<file path="config.mk">
export PLATFORM = sky130hd
export DESIGN_NAME = ppr_responder
export DESIGN_NICKNAME = d
export VERILOG_FILES = /design/src/rtl/ppr_pkg.sv /design/src/rtl/ppr_cfg_fsm.sv /design/src/rtl/ppr_encoder.sv /design/src/rtl/ppr_merge.sv /design/src/rtl/ppr_responder.sv
export SDC_FILE = /design/constraint.sdc
export NUM_CORES = 1
export LEC_CHECK = 0
export ABC_CLOCK_PERIOD_IN_PS = 1130
export BUFFER_PORTS_ARGS = -buffer_cell sky130_fd_sc_hd__buf_2
export CAP_MARGIN = 15
export CORE_MARGIN = 2
export CORE_UTILIZATION = 31
export DETAILED_ROUTE_END_ITERATION = 12
export PLACE_DENSITY = 0.76
export SLEW_MARGIN = 10
export SYNTH_ARGS = -nofsm -noshare
export SYNTH_HDL_FRONTEND = slang
export SYNTH_SLANG_ARGS = --single-unit
</file>
<file path="constraint.sdc">
create_clock -name clk -period 1.13 [get_ports clk]
set_input_delay 0.226 -clock clk [delete_from_list [all_inputs] [get_ports clk]]
set_output_delay 0.226 -clock clk [all_outputs]
set_load 0.02 [all_outputs]
</file>
<file path="src/rtl/ppr_pkg.sv">
package ppr_pkg;

    localparam int PP_DW     = 8;
    localparam int PP_ADDR_W = 5;
    localparam int PP_LINE_W = $clog2(PP_DW);

    typedef enum logic [1:0] {
        PP_IDLE    = 2'd0,
        PP_STANDBY = 2'd1,
        PP_ACTIVE  = 2'd2
    } pp_state_e;

    typedef struct packed {
        logic                 load;
        logic                 enable;
        logic [PP_LINE_W-1:0] line;
    } pp_cfg_t;

    typedef struct packed {
        pp_state_e            state;
        logic [PP_LINE_W-1:0] line;
    } pp_ctx_t;

    function automatic pp_ctx_t pon_setup(input logic [PP_ADDR_W-1:0] addr);
        pp_ctx_t c;
        if (addr <= PP_ADDR_W'(PP_DW - 1)) begin
            c.state = PP_STANDBY;
            c.line  = addr[PP_LINE_W-1:0] ^ {PP_LINE_W{1'b1}};
        end else begin
            c.state = PP_IDLE;
            c.line  = '0;
        end
        return c;
    endfunction

endpackage

</file>
<file path="src/rtl/ppr_cfg_fsm.sv">
module ppr_cfg_fsm
    import ppr_pkg::*;
(
    input  logic                 clk,
    input  logic                 pwr_on_clr,
    input  logic [PP_ADDR_W-1:0] dev_addr,
    input  logic                 atn,
    input  logic                 eoi,
    input  pp_cfg_t              cfg,
    output pp_ctx_t              ctx
);
    pp_ctx_t ctx_q, ctx_d;
    logic    poll_seen;

    assign poll_seen = atn && eoi;

    always_comb begin
        ctx_d = ctx_q;
        if (cfg.load) begin
            if (cfg.enable) begin
                ctx_d.line = cfg.line;
                if (ctx_q.state == PP_IDLE) ctx_d.state = PP_STANDBY;
            end else begin
                ctx_d.state = PP_IDLE;
            end
        end else begin
            unique case (ctx_q.state)
                PP_STANDBY: if (poll_seen)  ctx_d.state = PP_ACTIVE;
                PP_ACTIVE:  if (!poll_seen) ctx_d.state = PP_STANDBY;
                default:    ctx_d.state = PP_IDLE;
            endcase
        end
    end

    always_ff @(posedge clk) begin
        if (pwr_on_clr) ctx_q <= pon_setup(dev_addr);
        else            ctx_q <= ctx_d;
    end

    assign ctx = ctx_q;

    p_enter_active_r3: assert property (@(posedge clk) disable iff (pwr_on_clr)
        (ctx_q.state == PP_STANDBY && poll_seen && !cfg.load) |=> ctx_q.state == PP_ACTIVE);
    p_leave_active_r3: assert property (@(posedge clk) disable iff (pwr_on_clr)
        (ctx_q.state == PP_ACTIVE && !poll_seen && !cfg.load) |=> ctx_q.state == PP_STANDBY);
    p_disable_idle_r8: assert property (@(posedge clk) disable iff (pwr_on_clr)
        (cfg.load && !cfg.enable) |=> ctx_q.state == PP_IDLE);
    p_line_hold_r8: assert property (@(posedge clk) disable iff (pwr_on_clr)
        (!cfg.load) |=> $stable(ctx_q.line));
    p_idle_stays_r2: assert property (@(posedge clk) disable iff (pwr_on_clr)
        (ctx_q.state == PP_IDLE && !cfg.load) |=> ctx_q.state == PP_IDLE);
endmodule

</file>
<file path="src/rtl/ppr_encoder.sv">
module ppr_encoder
    import ppr_pkg::*;
#(
    parameter int DW     = PP_DW,
    localparam int LW    = $clog2(DW)
) (
    input  logic          clk,
    input  logic          pwr_on_clr,
    input  pp_ctx_t       ctx,
    input  logic          ist_local,
    input  logic          sense_pol,
    output logic [DW-1:0] mask
);
    logic fire;
    assign fire = (ctx.state == PP_ACTIVE) && (ist_local == sense_pol);

    for (genvar i = 0; i < DW; i++) begin : g_line
        assign mask[i] = fire && (LW'(ctx.line) == LW'(i));
    end

    p_onehot_r5: assert property (@(posedge clk) disable iff (pwr_on_clr)
        $onehot0(mask));
    p_quiet_when_not_active_r4: assert property (@(posedge clk) disable iff (pwr_on_clr)
        (ctx.state != PP_ACTIVE) |-> mask == '0);
endmodule

</file>
<file path="src/rtl/ppr_merge.sv">
module ppr_merge #(
    parameter int DW = 8
) (
    input  logic          clk,
    input  logic          pwr_on_clr,
    input  logic [DW-1:0] src_byte,
    input  logic [DW-1:0] resp_mask,
    input  logic          src_eoi,
    input  logic          ctl_poll,
    output logic [DW-1:0] dio_out,
    output logic          eoi_drive
);
    assign dio_out   = src_byte | resp_mask;
    assign eoi_drive = src_eoi | ctl_poll;

    p_keep_src_r6: assert property (@(posedge clk) disable iff (pwr_on_clr)
        (dio_out & src_byte) == src_byte);
    p_poll_eoi_r7: assert property (@(posedge clk) disable iff (pwr_on_clr)
        ctl_poll |-> eoi_drive);
endmodule

</file>
<file path="src/rtl/ppr_responder.sv">
module ppr_responder
    import ppr_pkg::*;
(
    input  logic                 clk,
    input  logic                 pwr_on_clr,
    input  logic [PP_ADDR_W-1:0] dev_addr,
    input  logic                 atn,
    input  logic                 eoi,
    input  logic                 ist_local,
    input  logic                 sense_pol,
    input  logic                 cfg_load,
    input  logic                 cfg_enable,
    input  logic [PP_LINE_W-1:0] cfg_line,
    input  logic [PP_DW-1:0]     src_byte,
    input  logic                 src_eoi,
    input  logic                 ctl_poll,
    output logic [PP_DW-1:0]     resp_mask,
    output logic [PP_DW-1:0]     dio_out,
    output logic                 eoi_drive
);
    pp_cfg_t cfg;
    pp_ctx_t ctx;

    assign cfg = '{load: cfg_load, enable: cfg_enable, line: cfg_line};

    ppr_cfg_fsm u_fsm (
        .clk(clk), .pwr_on_clr(pwr_on_clr), .dev_addr(dev_addr),
        .atn(atn), .eoi(eoi), .cfg(cfg), .ctx(ctx)
    );

    ppr_encoder #(.DW(PP_DW)) u_enc (
        .clk(clk), .pwr_on_clr(pwr_on_clr), .ctx(ctx),
        .ist_local(ist_local), .sense_pol(sense_pol), .mask(resp_mask)
    );

    ppr_merge #(.DW(PP_DW)) u_merge (
        .clk(clk), .pwr_on_clr(pwr_on_clr), .src_byte(src_byte),
        .resp_mask(resp_mask), .src_eoi(src_eoi), .ctl_poll(ctl_poll),
        .dio_out(dio_out), .eoi_drive(eoi_drive)
    );

    p_mask_on_entry_r9: assert property (@(posedge clk) disable iff (pwr_on_clr)
        ($past(ctx.state) == PP_STANDBY && ctx.state == PP_ACTIVE && ist_local == sense_pol)
        |-> resp_mask != '0);
endmodule

</file>
==> results.py, run 1 <==
metrics = {
    "run_status": {
        "status": "finished, violations left",
        "violations": "setup timing",
    },
    "timing": {
        "clock_skew_ps": 4.14,
        "setup_tns_ps": -7140,
        "layout_setup_ws_ps": -525,
        "slew_headroom": 0.818,
        "fmax_mhz": 604,
        "final.min_clock_period_ps": 1650,
        "finalHoldViolCount": 0,
        "whs_ps": 287,
        "setup_viol": 19,
        "period_share": 1.46,
        "rsz0062_at_grt": "true",
        "drv_slew": 0,
        "worst_pin_slew_ps": 271,
    },
    "layout": {
        "final_nets": 131,
        "area_delta_synth_final_pct": 127,
        "num_antenna_cells": 0,
        "final_cell_mix": "26 x buf_2, 13 x buf_6, 11 x buf_4, 5 x edfxtp_1",
        "final_cells": 119,
        "num-fill-cells": 95,
        "largest_reg_flops": 5,
        "utilization": 0.772,
        "final_common_cell": "buf_2",
        "drive_above_1_share": 0.817,
        "post-route-cell-area_um2": 1040,
    },
    "critical_path": {
        "path_cells": "nor3b_2 -> nand2_4 -> o31ai_4 -> buf_6",
        "worst_ep_required_time_ps": 900,
        "critPathTopFamily": "flip-flops",
        "crit_arrival_ps": 1430,
        "max_stage_delay_ps": 420,
        "cp.buffers_inverters": 1,
        "critPathSlowestCell": "edfxtp_1",
        "start_kind": "register",
        "crit_fanout": 8,
        "endpoint_kind": "output pin",
        "path_class": "register to output pin",
    },
    "floorplan": {
        "die_area_um2": 1800,
        "boundaryPins": 43,
        "core_um2": 1350,
        "die_w_um": 42.5,
        "start_util": 0.340,
        "chipHeight_um": 42.5,
        "rows": 13,
    },
    "global_route": {
        "antenna_found_initial": 0,
        "grt_first_pass_wirelength_mm": 2.55,
        "gr-total-overflow": 0,
        "grt_usage": 0.184,
        "grt_max_degree": 9,
        "grt_pass1_vias": 614,
    },
    "yosys": {
        "ys_ff_latch": 5,
        "synth_top_area_share": 0.327,
        "yosysTopAreaCell": "edfxtp_1",
        "syn_nets": 76,
        "yosys_warnings": 0,
        "yosys-top-cells-area": "edfxtp_1 33%, o21bai_1 9.8%, mux2_2 7.4%, nor2_1 5.7%, nor3_1 5.4%",
        "avgSynthCellArea_um2": 9.18,
        "synth.distinct_cells": 22,
        "synthCells": 50,
        "synth_seq_area_share": 0.327,
        "synthesis.area_um2": 459,
    },
    "pwr": {
        "power.density_nw_per_um2": 841,
        "vdd_drop_max_uv": 803,
        "pwr-share-clk": 0.242,
        "combPwrFrac": 0.467,
        "seq_power_share": 0.291,
        "p_switching_mw": 0.304,
        "switching_share": 0.347,
        "power.leakage_nw": 0.476,
        "internal_power_mw": 0.572,
    },
    "placed_design": {
        "placed_area_um2": 873,
        "io_buffers": 42,
        "hpwl_mm": 1.21,
        "gp_congestion": 0.769,
        "dp.cells": 115,
    },
    "clock_tree": {
        "clockRootBuffer": "clkbuf_4",
        "numCtsBuffers": 3,
        "cts_tree": "done",
        "clk_latency_ps": 240,
        "clkSinkCount": 5,
        "holdBufCountCts": 0,
        "htreeDepth": 1,
        "clk_path_buf_depth": 2,
        "clk_pin_slew_worst_paths_ps": 40,
    },
    "detailed_routing": {
        "routed_wl_mm": 1.57,
        "wl_met1_um": 536,
        "drc": 0,
        "vias_per_cell": 4.98,
        "drt_iter0_markers": 3,
        "vias": 593,
        "dr.max_layer_used": "met4",
        "ant_nets": 0,
        "drtPass1Iterations": 3,
        "wl_per_cell_um": 13.2,
        "met3_length_um": 77,
        "met2WireLength_um": 932,
    },
    "flow_run": {
        "max_cap_violations": 0,
    },
    "worst_hold_path": {
        "hp-class": "input pin to register",
    },
}
==> cell families (layout without fill, tap and decap cells) <==
kind of cell              after synthesis  count (layout)  synth area share
DFF                                     5               5             0.327
xor gates and xnor gates                1               1            0.0354
AOI/OAI and AO/OA                      13              13             0.221
and+or+nand+nor                        23              23             0.286
buffers and inverters                   4              58            0.0354
muxes                                   4               4            0.0954
==> metal layers <==
| layer | track usage | vias to the layer above |
|---|---|---|
| li1 | - | 297 |
| met1 | 0.173 | 264 |
| met2 | 0.369 | 28 |
| met3 | 0.0172 | 4 |
| met4 | 0.106 | 0 |
| met5 | 0 | - |
==> final cells by class <==
| class | instances | area (µm²) | share of cell area |
|---|---|---|---|
| Tap cell | 15 | 18.8 | 0.0180 |
| Multi-Input combinational cell | 41 | 457 | 0.438 |
| Inverter | 3 | 11.3 | 0.0108 |
| Clock buffer | 4 | 26.3 | 0.0252 |
| Timing Repair Buffer | 51 | 379 | 0.364 |
| Sequential cell | 5 | 150 | 0.144 |
==> power by group through the flow <==
| stage | Sequential, mW | Combinational [mW] | Clock (mW) |
|---|---|---|---|
| 6_report | 0.255 | 0.409 | 0.212 |
| 5_1_grt | 0.258 | 0.438 | 0.222 |
| 4_1_cts | 0.253 | 0.399 | 0.211 |
| 3_5_place_dp | 0.256 | 0.341 | 0 |
| 3_3_place_gp | 0.253 | 0.330 | 0 |
| 2_1_floorplan | 0.283 | 0.164 | 0 |
==> cell usage after synthesis (all sizes together) <==
library cell  count
o21ai             1
nor3b             2
inv               3
nand2             4
edfxtp            5
mux2i             1
xnor2             1
nor4b             1
o21bai            6
o31ai             2
a21o              1
buf               1
nand2b            2
nor3              5
a21oi             2
mux2              3
nor2              7
or2               1
o221ai            1
nand4b            1
==> final timing paths <==
path | start | to | slack (ps) | cells past startpoint
worst max-delay path | u_fsm.ctx[3] | dio_out[0] | -520 | 4
worst min-delay path | cfg_line[1] | u_fsm.ctx[1] | 290 | 2
worst max register to register | u_fsm.ctx[4] | u_fsm.ctx[3] | -40 | 4
worst min register to register | u_fsm.ctx[4] | u_fsm.ctx[4] | 750 | 2
==> repair_timing <==
item                       in CTS  in global routing
pin swaps                       8                  5
buffers inserted                1                  1
resized for setup              34                  7
setup endpoints to repair      19                 19
==> per-stage QoR <==
| step | setup WS, ps | power [mW] |
|---|---|---|
| final | -525 | 0.876 |
| after global routing | -585 | 0.918 |
| after CTS | -537 | 0.863 |
| after detailed placement | -305 | 0.597 |
| after global placement | -288 | 0.583 |
| after floorplan | -211 | 0.448 |
Power figures use the tool's default switching activity.
==> run 2, diff against run 1 <==
- SKIP_CTS_REPAIR_TIMING: unset -> 1
==> run 2 against run 1 <==
  * The flow still finishes with violations (setup timing)
  * Clock skew is 1.1 ps higher
  * Final area shrank 2.9%
  * Hold slack improved by 4.5 ps
  * Fmax down 0.60%
  * Critical path depth is the same
  * Non-clock buffer count unchanged
  * Global-route usage down 1.5 points
  * Clock power about the same
  * Final cell count is the same
  * Routed wire length down 2.5%
  * Via count fell by 2.2%
  * Largest cell class unchanged
==> results.py, run 2 (synthesis gave the netlist of run 1 again) <==
metrics = {
    "layout": {
        "final_common_cell": "buf_2",
        "num_antenna_cells": 0,
        "drive_above_1_share": 0.798,
        "final_nets": 131,
        "utilization": 0.750,
        "largest_reg_flops": 5,
        "post-route-cell-area_um2": 1010,
        "area_delta_synth_final_pct": 120,
        "final_cell_mix": "26 x buf_2, 13 x buf_4, 11 x buf_6, 5 x edfxtp_1",
    },
    "clock_tree": {
        "clk_latency_ps": 240,
        "clk_pin_slew_worst_paths_ps": 40,
        "clk_path_buf_depth": 2,
        "clockRootBuffer": "clkbuf_4",
        "numCtsBuffers": 3,
        "clkSinkCount": 5,
        "htreeDepth": 1,
        "cts_tree": "done",
    },
    "flow_run": {
        "max_cap_violations": 0,
    },
    "pwr": {
        "seq_power_share": 0.298,
        "power.density_nw_per_um2": 841,
        "power.leakage_nw": 0.475,
        "internal_power_mw": 0.560,
        "finalPower_mw": 0.851,
        "pwr-share-clk": 0.249,
        "switching_share": 0.342,
        "vdd_drop_max_uv": 764,
        "combPwrFrac": 0.453,
        "p_switching_mw": 0.291,
    },
    "detailed_routing": {
        "ant_nets": 0,
        "drtPass1Iterations": 3,
        "routed_wl_mm": 1.53,
        "vias": 580,
        "wl_per_cell_um": 12.9,
        "drt_iter0_markers": 4,
        "drc": 0,
        "vias_per_cell": 4.87,
    },
    "critical_path": {
        "r2r_cells": 4,
        "critPathSlowestCell": "edfxtp_1",
        "crit_fanout": 8,
        "startpoint": "u_fsm.ctx[3]",
        "path_depth": 4,
        "critPathTopFamily": "simple AND/OR/NAND/NOR gates",
        "start_kind": "register",
        "crit_path_end": "dio_out[0]",
        "cp.buffers_inverters": 1,
        "max_stage_delay_ps": 420,
        "rrSetupSlack_ps": -50,
        "worst_ep_required_time_ps": 900,
        "crit_arrival_ps": 1440,
        "path_cells": "nor3b_2 -> nand2_4 -> o31ai_4 -> buf_6",
        "r2r_end": "u_fsm.ctx[3]",
        "path_class": "register to output pin",
        "endpoint_kind": "output pin",
        "regToRegStartpoint": "u_fsm.ctx[4]",
    },
    "timing": {
        "layout_setup_ws_ps": -535,
        "worst_pin_slew_ps": 275,
        "rsz0062_at_grt": "true",
        "finalHoldViolCount": 0,
        "whs_ps": 292,
        "setup_viol": 19,
        "drv_slew": 0,
        "final.min_clock_period_ps": 1660,
        "clock_skew_ps": 5.24,
        "fmax_mhz": 601,
        "period_share": 1.47,
        "slew_headroom": 0.816,
    },
    "placed_design": {
        "io_buffers": 42,
        "gp_congestion": 0.769,
        "dp_slack_ps": -305,
        "hpwl_mm": 1.21,
        "placed_area_um2": 873,
    },
    "floorplan": {
        "boundaryPins": 43,
        "rows": 13,
        "core_um2": 1350,
        "chipHeight_um": 42.5,
        "die_w_um": 42.5,
        "die_area_um2": 1800,
        "start_util": 0.340,
    },
    "worst_hold_path": {
        "min_from": "cfg_line[1]",
        "hp-class": "input pin to register",
    },
    "global_route": {
        "grt_max_degree": 9,
        "grt_first_pass_wirelength_mm": 2.30,
        "antenna_found_initial": 0,
        "grt_pass1_vias": 552,
        "grt_usage": 0.168,
        "gr-total-overflow": 0,
    },
    "run_status": {
        "status": "finished, violations left",
        "violations": "setup timing",
    },
}
run 2: cell counts in the layout (fill, tap and decap cells not counted):
No cell type changed its count.
run 2: how the worst min path moves through the flow:
stage | endpoint | slack (ps) | depth (start not counted)
global route | u_fsm.ctx[2] | 290 | 2
detailed placement | u_fsm.ctx[2] | 530 | 2
CTS | u_fsm.ctx[1] | 290 | 2
floorplan | u_fsm.ctx[4] | 420 | 1
finish | u_fsm.ctx[1] | 290 | 2
global placement | u_fsm.ctx[1] | 530 | 2
run 2: per-stage QoR:
stage	setup TNS, ps	cells
2_1_floorplan	-2700	50
3_3_place_gp	-3780	115
3_5_place_dp	-4340	115
4_1_cts	-7800	119
5_1_grt	-8440	119
6_report	-7200	119
run 2: layout make-up:
class / count / area, µm²
Timing Repair Buffer: 51 / 372
Tap cell: 15 / 18.8
Sequential cell: 5 / 150
Inverter: 3 / 11.3
Fill cell: 101 / 338
Multi-Input combinational cell: 41 / 434
Clock buffer: 4 / 26.3
run 2: routing by layer:
metal | global-route usage | vias up | part of all wire
met5 | 0 | - | 0
met4 | 0.0750 | 0 | 0.0052
met3 | 0.0172 | 2 | 0.047
met2 | 0.351 | 26 | 0.60
met1 | 0.157 | 259 | 0.34
li1 | - | 293 | -
run 2: power by group through the flow:
stage | logic [mW] | clock network, mW | registers (mW)
floorplan | 0.164 | 0 | 0.283
global placement | 0.330 | 0 | 0.253
detailed placement | 0.341 | 0 | 0.256
CTS | 0.343 | 0.211 | 0.253
global route | 0.413 | 0.222 | 0.257
finish | 0.386 | 0.212 | 0.254
==> run 3, diff against run 2 <==
- CORE_UTILIZATION: 31 -> 33
- CTS_BUF_LIST: unset -> sky130_fd_sc_hd__clkbuf_8
- PLACE_DENSITY: 0.76 -> 0.8
==> run 3 against run 2 <==
  * The flow still finishes with violations (setup timing)
  * Final cell count up 2.5%
  * Sequential power about the same
  * Register-to-register slack worse by 180 ps
  * Via count up 4.3%
  * First-iteration DRC count unchanged
  * Non-clock buffer count up 3
  * Flip-flop and latch count unchanged
  * Clock power up 49%
  * Critical path depth unchanged
==> results.py, run 3 (synthesis gave the netlist of run 1 again) <==
metrics = {
    "critical_path": {
        "regToRegStartpoint": "u_fsm.ctx[3]",
        "endpoint_kind": "output pin",
        "path_cells": "nor3b_2 -> nand2_4 -> o31ai_4 -> buf_6",
        "worst_ep_required_time_ps": 900,
        "crit_arrival_ps": 1410,
        "path_class": "register to output pin",
        "critPathTopFamily": "simple AND/OR/NAND/NOR gates",
        "cp.buffers_inverters": 1,
        "crit_fanout": 8,
        "critPathSlowestCell": "edfxtp_1",
        "startpoint": "u_fsm.ctx[3]",
        "start_kind": "register",
        "max_stage_delay_ps": 400,
    },
    "timing": {
        "slew_headroom": 0.815,
        "fmax_mhz": 613,
        "period_share": 1.44,
        "drv_slew": 0,
        "finalHoldViolCount": 0,
        "layout_setup_ws_ps": -502,
        "clock_skew_ps": 0.00487,
        "final.min_clock_period_ps": 1630,
        "rsz0062_at_grt": "true",
        "setup_viol": 20,
        "worst_pin_slew_ps": 277,
        "setup_tns_ps": -8120,
    },
    "clock_tree": {
        "clockRootBuffer": "clkbuf_8",
        "clk_pin_slew_worst_paths_ps": 40,
        "cts_tree": "done",
        "numCtsBuffers": 3,
        "htreeDepth": 1,
        "clk_path_buf_depth": 2,
        "clk_latency_ps": 220,
        "clkSinkCount": 5,
    },
    "global_route": {
        "grt_max_degree": 9,
        "antenna_found_initial": 0,
        "grt_pass1_vias": 514,
        "gr-total-overflow": 0,
        "grt_first_pass_wirelength_mm": 1.90,
        "grt_usage": 0.174,
    },
    "detailed_routing": {
        "vias": 605,
        "drtPass1Iterations": 2,
        "drc": 0,
        "drt_iter0_markers": 4,
        "wl_per_cell_um": 11.9,
        "ant_nets": 0,
        "routed_wl_mm": 1.45,
        "vias_per_cell": 4.96,
    },
    "floorplan": {
        "core_um2": 1300,
        "die_area_um2": 1710,
        "chipHeight_um": 41.3,
        "rows": 13,
        "boundaryPins": 43,
        "die_w_um": 41.3,
        "start_util": 0.353,
    },
    "worst_hold_path": {
        "hp-class": "input pin to register",
        "min_from": "cfg_line[2]",
    },
    "layout": {
        "largest_reg_flops": 5,
        "area_delta_synth_final_pct": 126,
        "final_common_cell": "buf_2",
        "drive_above_1_share": 0.813,
        "utilization": 0.799,
        "area.sequential_um2": 150,
        "num-fill-cells": 78,
        "final_cell_mix": "26 x buf_2, 17 x buf_4, 11 x buf_6, 5 x edfxtp_1",
        "final_nets": 134,
        "multi_input_area_um2": 433,
        "num_antenna_cells": 0,
    },
    "run_status": {
        "status": "finished, violations left",
        "violations": "setup timing",
    },
    "placed_design": {
        "hpwl_mm": 1.12,
        "dp_slack_ps": -331,
        "io_buffers": 42,
        "gp_congestion": 0.663,
    },
    "pwr": {
        "power.density_nw_per_um2": 933,
        "power.leakage_nw": 0.492,
        "vdd_drop_max_uv": 799,
    },
    "flow_run": {
        "max_cap_violations": 0,
    },
}
## run 3: cell types whose count changed in the layout (fill, tap and decap cells not counted), sizes merged
cell,change
buf,+3
clkbuf,-1
inv,+1
## run 3: layout make-up
class,instances,area share
clock inverter,1,0.00361
inverter,3,0.0108
tap,15,0.0181
timing repair buffer,54,0.367
multi-input combinational,41,0.416
clock buffer,3,0.0397
sequential,5,0.144
## run 3: path summary, 6_finish.rpt
check            endpoint  slack, ps  cells past startpoint
max            dio_out[0]       -500                      4
min          u_fsm.ctx[2]        320                      2
max reg2reg  u_fsm.ctx[3]       -230                      5
min reg2reg  u_fsm.ctx[4]        730                      2
## run 3: through the flow
| step | instances | hold WS (ps) | instance area [µm²] | power (mW) |
|---|---|---|---|---|
| 2_1_floorplan | 50 | 425 | 569 | 0.448 |
| 3_3_place_gp | 116 | 533 | 868 | 0.579 |
| 3_5_place_dp | 116 | 534 | 868 | 0.593 |
| 4_1_cts | 120 | 315 | 913 | 0.911 |
| 5_1_grt | 122 | 315 | 1040 | 1.02 |
| 6_report | 122 | 317 | 1040 | 0.970 |
## run 3: metal layers
metal  part of all wire  wire, µm  track usage  vias to the layer above
met5                  0         0            0                        -
met4              0.037        53       0.0968                        0
met3              0.063        92       0.0319                        6
met2               0.59       853        0.355                       29
met1               0.31       451        0.155                      270
li1                   -         -            -                      300
## run 3: report_power, final
group          total [mW]  internal, mW  switching [mW]
sequential          0.253         0.235          0.0178
clock               0.316         0.233          0.0838
combinational       0.401         0.204           0.196
